[config.mk]
export PLATFORM = sky130hd
export DESIGN_NAME = sc_guard_monitor
export DESIGN_NICKNAME = d
export VERILOG_FILES = /design/src/rtl/sc_guard_pkg.sv /design/src/rtl/sc_io_sync.sv /design/src/rtl/sc_frame_mask.sv /design/src/rtl/sc_guard_timer.sv /design/src/rtl/sc_guard_monitor.sv
export SDC_FILE = /design/constraint.sdc
export NUM_CORES = 1
export LEC_CHECK = 0
export ABC_AREA = 1
export BUFFER_PORTS_ARGS = -buffer_cell sky130_fd_sc_hd__buf_2
export CORE_ASPECT_RATIO = 1.4
export CORE_UTILIZATION = 45
export DETAILED_ROUTE_END_ITERATION = 10
export GPL_ROUTABILITY_DRIVEN = 0
export PLACE_DENSITY = 0.72
export SYNTH_ARGS = -nofsm -noshare
export SYNTH_HDL_FRONTEND = slang
export SYNTH_SLANG_ARGS = --single-unit
[constraint.sdc]
create_clock -name clk -period 3 [get_ports clk]
set_input_delay 0.6 -clock clk [delete_from_list [all_inputs] [get_ports clk]]
set_output_delay 0.6 -clock clk [all_outputs]
set_load 0.1 [all_outputs]
[src/rtl/sc_guard_pkg.sv]
package sc_guard_pkg;
    typedef enum logic {
        PROTO_T0 = 1'b0,
        PROTO_T1 = 1'b1
    } proto_e;

    function automatic int unsigned max_of(int unsigned a, int unsigned b);
        return (a > b) ? a : b;
    endfunction
endpackage

[src/rtl/sc_io_sync.sv]
module sc_io_sync #(
    parameter int unsigned STAGES = 2
) (
    input  logic clk,
    input  logic rst_n,
    input  logic io_async,
    output logic io_fall
);
    localparam int unsigned LAST = STAGES;

    // stages 0..STAGES-1 synchronise, stage STAGES holds the previous value
    logic [LAST:0] sh_d, sh_q;

    always_comb begin
        sh_d = {sh_q[LAST-1:0], io_async};
    end

    always_ff @(posedge clk or negedge rst_n) begin
        if (!rst_n) sh_q <= '1;
        else        sh_q <= sh_d;
    end

    assign io_fall = sh_q[LAST] && !sh_q[LAST-1];

    assert_fall_single_R1: assert property (@(posedge clk) disable iff (!rst_n)
        io_fall |=> !io_fall);
endmodule

[src/rtl/sc_frame_mask.sv]
module sc_frame_mask #(
    parameter int unsigned FRAME_ETU = 10
) (
    input  logic clk,
    input  logic rst_n,
    input  logic etu_tick,
    input  logic io_fall,
    output logic start
);
    localparam int unsigned CW = $clog2(FRAME_ETU + 1);
    localparam logic [CW-1:0] LAST_TICK = CW'(FRAME_ETU - 1);

    typedef struct packed {
        logic          busy;
        logic [CW-1:0] cnt;
    } mask_st_t;

    mask_st_t st_d, st_q;

    assign start = io_fall && !st_q.busy;

    always_comb begin
        st_d = st_q;
        if (start) begin
            st_d.busy = 1'b1;
            st_d.cnt  = '0;
        end else if (st_q.busy && etu_tick) begin
            st_d.cnt = st_q.cnt + 1'b1;
            if (st_q.cnt == LAST_TICK) st_d.busy = 1'b0;
        end
    end

    always_ff @(posedge clk or negedge rst_n) begin
        if (!rst_n) st_q <= '0;
        else        st_q <= st_d;
    end

    assert_mask_armed_R7: assert property (@(posedge clk) disable iff (!rst_n)
        start |=> st_q.busy && st_q.cnt == '0);
    assert_mask_bound_R7: assert property (@(posedge clk) disable iff (!rst_n)
        st_q.busy |-> st_q.cnt < CW'(FRAME_ETU));
endmodule

[src/rtl/sc_guard_timer.sv]
module sc_guard_timer #(
    parameter int unsigned T0_ETU = 16,
    parameter int unsigned T1_ETU = 22
) (
    input  logic clk,
    input  logic rst_n,
    input  logic etu_tick,
    input  logic start,
    input  logic proto_t1,
    output logic guard_ok,
    output logic guard_violation
);
    import sc_guard_pkg::*;

    localparam int unsigned MAXL = max_of(T0_ETU, T1_ETU);
    localparam int unsigned CW   = $clog2(MAXL + 1);
    localparam logic [CW-1:0] LIM_T0 = CW'(T0_ETU);
    localparam logic [CW-1:0] LIM_T1 = CW'(T1_ETU);

    typedef struct packed {
        logic          started;
        logic [CW-1:0] cnt;
        logic [CW-1:0] limit;
        logic          ok;
        logic          viol;
    } tmr_st_t;

    tmr_st_t st_d, st_q;
    proto_e  proto;

    assign proto = proto_e'(proto_t1);

    always_comb begin
        st_d      = st_q;
        st_d.viol = 1'b0;
        if (start) begin
            st_d.started = 1'b1;
            st_d.cnt     = '0;
            st_d.ok      = 1'b0;
            st_d.limit   = (proto == PROTO_T1) ? LIM_T1 : LIM_T0;
            st_d.viol    = st_q.started && !st_q.ok;
        end else if (st_q.started && etu_tick && !st_q.ok) begin
            st_d.cnt = st_q.cnt + 1'b1;
            if (st_d.cnt == st_q.limit) st_d.ok = 1'b1;
        end
    end

    always_ff @(posedge clk or negedge rst_n) begin
        if (!rst_n) st_q <= '0;
        else        st_q <= st_d;
    end

    assign guard_ok        = st_q.ok;
    assign guard_violation = st_q.viol;

    assert_ok_at_limit_R2: assert property (@(posedge clk) disable iff (!rst_n)
        st_q.ok |-> st_q.cnt == st_q.limit);
    assert_limit_legal_R3: assert property (@(posedge clk) disable iff (!rst_n)
        st_q.started |-> (st_q.limit == LIM_T0 || st_q.limit == LIM_T1));
    assert_ok_holds_R4: assert property (@(posedge clk) disable iff (!rst_n)
        st_q.ok && !start |=> st_q.ok);
    assert_restart_R5: assert property (@(posedge clk) disable iff (!rst_n)
        start |=> !st_q.ok && st_q.cnt == '0);
    assert_viol_pulse_R6: assert property (@(posedge clk) disable iff (!rst_n)
        st_q.viol |=> !st_q.viol);
    assert_limit_stable_R8: assert property (@(posedge clk) disable iff (!rst_n)
        !start |=> $stable(st_q.limit));
    assert_idle_quiet_R9: assert property (@(posedge clk) disable iff (!rst_n)
        !st_q.started |-> !st_q.ok && !st_q.viol);
endmodule

[src/rtl/sc_guard_monitor.sv]
module sc_guard_monitor #(
    parameter int unsigned SYNC_STAGES = 2,
    parameter int unsigned FRAME_ETU   = 10,
    parameter int unsigned T0_ETU      = 16,
    parameter int unsigned T1_ETU      = 22,
    parameter int unsigned RD_W        = 8
) (
    input  logic            clk,
    input  logic            rst_n,
    input  logic            etu_tick,
    input  logic            io_line,
    input  logic            proto_t1,
    input  logic            rd_en,
    output logic            rd_valid,
    output logic [RD_W-1:0] rd_data,
    output logic            guard_ok,
    output logic            guard_violation
);
    logic io_fall;
    logic start;

    sc_io_sync #(.STAGES(SYNC_STAGES)) sync_i (
        .clk      (clk),
        .rst_n    (rst_n),
        .io_async (io_line),
        .io_fall  (io_fall)
    );

    sc_frame_mask #(.FRAME_ETU(FRAME_ETU)) mask_i (
        .clk      (clk),
        .rst_n    (rst_n),
        .etu_tick (etu_tick),
        .io_fall  (io_fall),
        .start    (start)
    );

    sc_guard_timer #(.T0_ETU(T0_ETU), .T1_ETU(T1_ETU)) timer_i (
        .clk             (clk),
        .rst_n           (rst_n),
        .etu_tick        (etu_tick),
        .start           (start),
        .proto_t1        (proto_t1),
        .guard_ok        (guard_ok),
        .guard_violation (guard_violation)
    );

    typedef struct packed {
        logic            valid;
        logic [RD_W-1:0] data;
    } rd_st_t;

    rd_st_t rd_d, rd_q;

    always_comb begin
        rd_d.valid = rd_en;
        rd_d.data  = rd_en ? RD_W'(guard_ok) : '0;
    end

    always_ff @(posedge clk or negedge rst_n) begin
        if (!rst_n) rd_q <= '0;
        else        rd_q <= rd_d;
    end

    assign rd_valid = rd_q.valid;
    assign rd_data  = rd_q.data;

    assert_rd_resp_R10: assert property (@(posedge clk) disable iff (!rst_n)
        rd_en |=> rd_valid && rd_data[0] == $past(guard_ok));
    assert_rd_upper_R10: assert property (@(posedge clk) disable iff (!rst_n)
        (rd_data >> 1) == '0);
endmodule

==> impl_metrics.tcl, run 1 <==
set metrics [dict create \
    synth_edf_count 0 \
    track_usage_pct 15.50 \
    end_kind "output port" \
    path_buf_inv 1 \
    fmaxAchievable_ghz 0.5671 \
    ys_top_cells_by_area "dfrtp_1, nand2_1, dfstp_2, buf_4, inv_1" \
    drt_iter0_markers 15 \
    htree_levels 1 \
    synth_top_flop_cell "dfrtp_1" \
    muxShareOfSynthArea_pct 0 \
    wirelength_mm 1.451 \
    synth-simple-area-share_pct 20.48 \
    status "completed" \
    synthXorXnorAreaFrac_pct 0 \
    root_buffer "clkbuf_4" \
    ys_ff_latch 19 \
    die_y_um 54.68 \
    path_delay_family "buffers and inverters" \
    finalSetupTns_ns 0 \
    skew_ns 0.002306 \
    drtPass1Iterations 5 \
    worstPathCellList "buf_2" \
    drv_slew 0 \
    met3_usage_pct 3.659 \
    required_ns 2.40 \
    insertion_delay_ns 0.29 \
    start_util_pct 49.51 \
    yosysWarnings 0 \
    synth_top_family_by_area "simple AND/OR/NAND/NOR gates" \
    antenna_found_initial 0 \
    diodes 0 \
    post-route-drc-count 0 \
    grt_pass1_vias 588 \
    yosys.area.top_type "dfrtp_1" \
    finalSetupViolCount 0 \
    cp_slowest_cell "buf_2" \
    ys_types 16 \
    maxCapViolations 0 \
    ctsResizeCount 0 \
    grt_use_met1_pct 17.54 \
    cts_tree "yes" \
    synth_area_um2 892.1 \
    pin_count 17 \
    syn_to_final_growth_pct 6.311 \
    synth.avg_cell_area_um2 8.746 \
    start_kind "flop" \
    vdd_drop_max_mv 0.6288 \
    port-buffer-count 9 \
    hold_ws_ns 0.2214 \
    cts.path.max_buffers 2 \
    ys_async_sr_fraction_pct 100.0 \
    dieArea_um2 2167 \
    cp.arrival_ns 1.16 \
    cts.sink_count 19 \
    p_total_mw 0.9229 \
    worstSetupPathType "reg2out" \
    hold_path.class "in2async" \
    synth_fa_ha_area_share_pct 4.208 \
    cts_setup_buffers 0 \
    layout_common_cells "nand2_1, dfrtp_1, inv_1" \
    cts_hold_buf 0 \
    power_per_cell_area_nw_per_um2 973.1 \
    clk_pin_slew_ns 0.10 \
    grt.busiest_layer "met2" \
    drtAntennaViolNets 0 \
    cellLeakagePower_nw 0.5031 \
    wl_per_cell_um 10.91 \
    via_per_inst 4.955 \
    hold_violations 0 \
    fin_crit_ns 1.763 \
    cts_buffers 3 \
    hpwlAfterDp_mm 1.137 \
    synthCells 102 \
    max_stage_delay_ns 0.45 \
    num_vias 659 \
    grt_pass1_wl_mm 2.270 \
    rsz0062_at_grt "no" \
    core_area_um2 1802 \
    yosysSeqAreaShare_pct 53.72 \
    die_w_um 39.63 \
    layout-drive-gt1-share_pct 14.16 \
    synth_compound_gate_area_share_pct 8.555 \
    crit_path_max_fanout 5 \
    row_count 18 \
    fin_nets 123 \
    grt_overflow 0 \
    synth.top_cell.area_share_pct 44.88 \
    grt_max_degree 20 \
    layout_commonest_cell "nand2_1" \
    post-route-period-util_pct 58.78 \
    use_met2_pct 26.78 \
]
kinds of logic (layout without fill, tap and decap cells):
| group | count (synthesis) | in the layout |
|---|---|---|
| AO/OA/AOI/OAI | 14 | 14 |
| adder cells (fa/ha/maj) | 3 | 3 |
| buffers and inverters | 21 | 26 |
| flip-flops | 19 | 19 |
| other | 1 | 7 |
| AND/OR/NAND/NOR | 44 | 44 |
registers in the layout, summed over array words and instances, names as in the netlist:
register / count
rd_valid: 1
sync_i.sh_q: 3
rd_data: 1
timer_i.guard_violation: 1
timer_i.guard_ok: 1
timer_i.st_q: 7
mask_i.st_q: 5
cell usage after synthesis (all sizes together), types with 2 or more instances:
| cell | count |
|---|---|
| nand2 | 24 |
| dfrtp | 16 |
| inv | 13 |
| nand3 | 9 |
| buf | 8 |
| nor2 | 8 |
| o21ai | 7 |
| a21oi | 3 |
| dfstp | 3 |
| ha | 3 |
| o22ai | 3 |
| nand4 | 2 |
path summary, 6_finish.rpt:
path                                                   start                            to  slack, ns  depth (start not counted)
worst max-delay path            timer_i.guard_ok$_DFFE_PN0P_                      guard_ok       1.24                          1
worst min register to register      sync_i.sh_q[0]$_DFF_PN1_      sync_i.sh_q[1]$_DFF_PN1_       0.36                          0
min in group clk                    sync_i.sh_q[0]$_DFF_PN1_      sync_i.sh_q[1]$_DFF_PN1_       0.36                          0
worst max register to register   timer_i.st_q[7]$_DFFE_PN0P_  timer_i.guard_ok$_DFFE_PN0P_       1.58                         10
worst min-delay path                                   rst_n   timer_i.st_q[7]$_DFFE_PN0P_       0.22                          1
max in group asynchronous                              rst_n      sync_i.sh_q[1]$_DFF_PN1_       2.46                          1
routing by layer:
metal / vias to the layer above / part of all wire (%)
met3: 2 / 2.3
li1: 336 / -
met5: - / 0
met1: 312 / 43
met2: 9 / 54
met4: 0 / 0.41
stage by stage:
| stage | std cells | instance area, um2 | worst slack (ns) | utilization (%) |
|---|---|---|---|---|
| 2_1_floorplan | 108 | 914.6 | 1.458 | - |
| 3_3_place_gp | 129 | 920.9 | 1.590 | 51.11 |
| 3_5_place_dp | 129 | 920.9 | 1.556 | 51.11 |
| 4_1_cts | 133 | 948.4 | 1.226 | 52.64 |
| 5_1_grt | 133 | 948.4 | 1.180 | 52.64 |
| 6_report | 133 | 948.4 | 1.237 | 52.64 |
power by group:
part	total, mW	switching [mW]	leakage (nW)	internal, mW
combinational	0.378	0.274	0.256	0.104
sequential	0.422	0.0822	0.229	0.340
clock	0.123	0.0733	0.0177	0.0495
area by class of cell:
class                           count  area [um2]
Clock inverter                      1       5.005
Fill cell                         178       853.3
Tap cell                           20       25.02
Multi-Input combinational cell     68       322.8
Timing Repair Buffer                9       45.04
Inverter                           13       48.80
Clock buffer                        3       22.52
Sequential cell                    19       479.2
Note: power is estimated with default switching activity, not from simulation.
==> run 2: changes to the inputs <==
==> constraint.sdc (replaced) <==
create_clock -name clk -period 1.76 [get_ports clk]
set_input_delay 0.352 -clock clk [delete_from_list [all_inputs] [get_ports clk]]
set_output_delay 0.352 -clock clk [all_outputs]
set_load 0.1 [all_outputs]
==> run 2 against run 1 <==
Effect of this change:
- combinational power grew 74%
- flip-flop and latch count is the same
- highest routed layer unchanged
- clock power grew 86%
- global-route usage grew 1.2 points
- die area is the same
- via count shrank 1.5%
==> impl_metrics.tcl, run 2 (synthesized netlist as in run 1, its figures left out) <==
set metrics [dict create \
    path_depth 1 \
    path_buf_inv 1 \
    cp.arrival_ns 1.18 \
    via_per_inst 4.807 \
    max_stage_delay_ns 0.45 \
    die_y_um 54.68 \
    cts_hold_buf 1 \
    rsz0062_at_grt "no" \
    drtPass1Iterations 4 \
    layout_common_cells "nand2_1, dfrtp_1, inv_1" \
    pwr-share-comb_pct 41.0 \
    largest_register_ffs 7 \
    end_kind "output port" \
    root_buffer "clkbuf_4" \
    fmaxAchievable_ghz 0.6545 \
    internal-power_mw 0.8480 \
    fin_nets 125 \
    wirelength_mm 1.483 \
    power_switching_mw 0.7503 \
    utilization_pct 53.75 \
    drtAntennaViolNets 0 \
    num_vias 649 \
    drv_slew 0 \
    port-buffer-count 9 \
    clk_pin_slew_ns 0.12 \
    row_count 18 \
    drt_iter0_markers 11 \
    status "completed" \
    multiInputGateArea_um2 322.8 \
    p_seq_share_pct 44.6 \
    syn_to_final_growth_pct 8.555 \
    required_ns 1.41 \
    cellLeakagePower_nw 0.5077 \
    cts_buffers 3 \
    switching_share_pct 46.95 \
    finalSetupTns_ns 0 \
    cts.path.max_buffers 2 \
    largest_register "timer_i.st_q" \
    wl_per_cell_um 10.99 \
    rr_worst_depth 7 \
    layout_commonest_cell "nand2_1" \
    pin_count 17 \
    placed_cells 130 \
    cts_setup_buffers 0 \
    grt_pass1_vias 593 \
    antenna_found_initial 0 \
    cts_tree "yes" \
    post-route-drc-count 0 \
    dieArea_um2 2167 \
    start_kind "flop" \
    hpwlAfterDp_mm 1.124 \
    p_total_mw 1.598 \
    grt_overflow 0 \
    htree_levels 1 \
    worstSetupPathType "reg2out" \
    p_clk_share_pct 14.4 \
    nFillCells 170 \
    grt_pass1_wl_mm 2.380 \
    core_area_um2 1802 \
    maxCapViolations 0 \
    holdPathStages 1 \
    finalSetupViolCount 0 \
    die_w_um 39.63 \
    cts.sink_count 19 \
    power_per_cell_area_nw_per_um2 1650 \
    layout-drive-gt1-share_pct 14.78 \
    post-route-period-util_pct 86.81 \
    diodes 0 \
    hold_violations 0 \
    start_util_pct 49.51 \
    insertion_delay_ns 0.30 \
    skew_ns 0.002690 \
    crit_path_max_fanout 5 \
    path_delay_family "buffers and inverters" \
    grt_max_degree 20 \
    top_regs "timer_i.st_q x7, mask_i.st_q x5, sync_i.sh_q x3" \
    final_cells 135 \
    worstPathCellList "buf_2" \
    hold_path.class "in2reg" \
    final-seq-area_um2 479.2 \
    ctsResizeCount 0 \
    fin_crit_ns 1.528 \
    cp_slowest_cell "buf_2" \
    vdd_drop_max_mv 1.127 \
    track_usage_pct 16.65 \
]
run 2: worst paths after layout:
path	from	to	slack [ns]
min in group asynchronous	rst_n	timer_i.st_q[9]$_DFFE_PN0P_	0.50
setup reg to reg	timer_i.st_q[7]$_DFFE_PN0P_	timer_i.guard_ok$_DFFE_PN0P_	0.38
hold reg to reg	sync_i.sh_q[0]$_DFF_PN1_	sync_i.sh_q[1]$_DFF_PN1_	0.37
setup / recovery	timer_i.guard_ok$_DFFE_PN0P_	guard_ok	0.23
hold / removal	io_line	sync_i.sh_q[0]$_DFF_PN1_	0.14
max in group asynchronous	rst_n	sync_i.sh_q[2]$_DFF_PN1_	0.93
run 2: cell type report:
type	instances	share of cell area (%)
timing repair buffer	11	6.460
sequential	19	49.48
multi-input combinational	68	33.33
clock buffer	3	2.326
clock inverter	1	0.7752
tap	20	2.584
inverter	13	5.039
run 2: power groups by stage:
| stage | sequential [mW] | combinational, mW | clock, mW |
|---|---|---|---|
| global placement | 0.718 | 0.632 | 0 |
| detailed placement | 0.722 | 0.659 | 0 |
| global route | 0.737 | 0.744 | 0.257 |
| finish | 0.713 | 0.656 | 0.229 |
| CTS | 0.713 | 0.662 | 0.236 |
| floorplan | 0.823 | 0.425 | 0 |
run 2: through the flow:
step	cell area [um2]	setup WS [ns]	hold slack, ns
global placement	928.4	0.4853	0.3079
detailed placement	928.4	0.4057	0.3068
floorplan	914.6	0.2555	0.05641
CTS	968.4	0.2274	0.1245
global route	968.4	0.1692	0.1039
finish	968.4	0.2322	0.1363
run 2: layer usage:
layer	vias to the layer above	part of all wire, %	track usage (%)
met4	0	1.3	6.897
met2	7	52	28.96
li1	341	-	-
met3	4	1.7	3.659
met1	297	45	19.06
met5	-	0	0
==> run 3: changes to the inputs <==
--- a/config.mk
+++ b/config.mk
@@ -7,11 +7,10 @@
 export LEC_CHECK = 0
 export ABC_AREA = 1
 export BUFFER_PORTS_ARGS = -buffer_cell sky130_fd_sc_hd__buf_2
-export CORE_ASPECT_RATIO = 1.4
-export CORE_UTILIZATION = 45
+export CORE_UTILIZATION = 52
 export DETAILED_ROUTE_END_ITERATION = 10
 export GPL_ROUTABILITY_DRIVEN = 0
-export PLACE_DENSITY = 0.72
+export PLACE_DENSITY = 0.81
 export SYNTH_ARGS = -nofsm -noshare
 export SYNTH_HDL_FRONTEND = slang
 export SYNTH_SLANG_ARGS = --single-unit
==> run 3 against run 2 <==
Effect of this change:
- the run now ends with design-rule violations left
- count of clock-buffer cells in the layout rose by 1
- non-clock buffer count did not move
- via count rose by 5.2%
- largest power group unchanged
==> impl_metrics.tcl, run 3 (synthesized netlist as in run 1, its figures left out) <==
set metrics [dict create \
    cts.sink_count 19 \
    start_util_pct 57.22 \
    largest_register "timer_i.st_q" \
    cp.arrival_ns 1.18 \
    start_kind "flop" \
    cts_tree "yes" \
    path_buf_inv 1 \
    htree_levels 1 \
    root_buffer "clkbuf_4" \
    wirelength_mm 1.528 \
    fin_nets 125 \
    cts.path.max_buffers 2 \
    violations "design-rule violations" \
    cts_hold_buf 1 \
    worstSetupPathType "reg2out" \
    die_w_um 43.42 \
    post-route-period-util_pct 86.98 \
    rsz0062_at_grt "no" \
    via_per_inst 5.214 \
    crit_path_max_fanout 5 \
    fmaxAchievable_ghz 0.6532 \
    drtAntennaViolNets 0 \
    cp_slowest_cell "buf_2" \
    dr_wl_met3_um 65 \
    grt_pass1_vias 644 \
    drtPass1Iterations 7 \
    path_delay_family "buffers and inverters" \
    row_count 14 \
    grt_overflow 0 \
    layout-drive-gt1-share_pct 13.91 \
    end_kind "output port" \
    insertion_delay_ns 0.30 \
    layout_commonest_cell "nand2_1" \
    drv_slew 0 \
    top_regs "timer_i.st_q x7, mask_i.st_q x5, sync_i.sh_q x3" \
    finalSetupTns_ns 0 \
    status "finished with violations" \
    grt_pass1_wl_mm 2.656 \
    skew_ns 0.004664 \
    num_vias 683 \
    fin_crit_ns 1.531 \
    utilization_pct 61.56 \
    required_ns 1.41 \
    core_area_um2 1559 \
    die_y_um 43.42 \
    worstPathCellList "buf_2" \
    power_per_cell_area_nw_per_um2 1662 \
    port-buffer-count 9 \
    largest_register_ffs 7 \
    hold_path.class "in2reg" \
    track_usage_pct 19.52 \
    ctsResizeCount 0 \
    cts_buffers 3 \
    top_layer_used "met4" \
    syn_to_final_growth_pct 7.574 \
    diodes 0 \
    clk_pin_slew_ns 0.10 \
    hpwlAfterDp_mm 1.132 \
    max_stage_delay_ns 0.45 \
    pin_count 17 \
    layout_common_cells "nand2_1, dfrtp_1, inv_1" \
    m1WireLength_um 667 \
    cellLeakagePower_nw 0.5087 \
    cts_setup_buffers 0 \
    grt_max_degree 20 \
    post-route-drc-count 4 \
    finalSetupViolCount 0 \
    dr_wl_met2_um 780 \
    vdd_drop_max_mv 0.8584 \
    maxCapViolations 0 \
    hold_violations 0 \
    antenna_found_initial 0 \
    dieArea_um2 1885 \
    wl_per_cell_um 11.66 \
    drt_iter0_markers 14 \
]
-- run 3: worst register-to-register path, stage by stage (launching register included) --
cell and delay [ns]:
dfrtp_1 0.44, ha_1 0.27, inv_1 0.07, nand2_1 0.06, nand2_1 0.09, nand2_1 0.05
nand2_1 0.05, nand3_1 0.07, nor2_1 0.10, nand3_1 0.08, nand2_1 0.06
-- run 3: metal layers --
metal	track usage (%)	up-vias
li1	-	342
met1	22.10	321
met2	35.15	15
met3	6.250	5
met4	5.625	0
met5	0	-
-- run 3: where the power goes --
part	leakage (nW)	internal [mW]	switching, mW
clock network	0.0150	0.0884	0.133
registers	0.229	0.580	0.136
logic	0.265	0.184	0.474
total	0.509	0.852	0.743
-- run 3: final timing paths --
path / from / end / slack [ns] / cells after the start
hold / removal: io_line / sync_i.sh_q[0]$_DFF_PN1_ / 0.14 / 1
max in group asynchronous: rst_n / sync_i.sh_q[0]$_DFF_PN1_ / 0.92 / 2
min in group asynchronous: rst_n / timer_i.st_q[10]$_DFFE_PN0P_ / 0.50 / 2
hold reg to reg: sync_i.sh_q[0]$_DFF_PN1_ / sync_i.sh_q[1]$_DFF_PN1_ / 0.37 / 0
setup reg to reg: timer_i.st_q[7]$_DFFE_PN0P_ / timer_i.guard_ok$_DFFE_PN0P_ / 0.37 / 10
setup / recovery: timer_i.guard_ok$_DFFE_PN0P_ / guard_ok / 0.23 / 1
-- run 3: cell type report --
class                   instances  area [um2]
clock buffers                   4       26.28
fillers                       142       599.3
inverters                      13       48.80
multi-input cells              68       322.8
flip-flops and latches         19       479.2
well taps                      16       20.02
repair buffers                 11       62.56
-- run 3: through the flow --
stage               cells  hold WS, ns  power, mW  area (um2)  setup WS (ns)
floorplan             108      0.05641      1.248       914.6         0.2555
CTS                   131       0.1278      1.609       959.7         0.2214
global route          131       0.1230      1.726       959.7         0.1854
finish                131       0.1408      1.595       959.7         0.2292
global placement      126       0.3043      1.345       923.4         0.4850
detailed placement    126       0.3075      1.383       923.4         0.4134
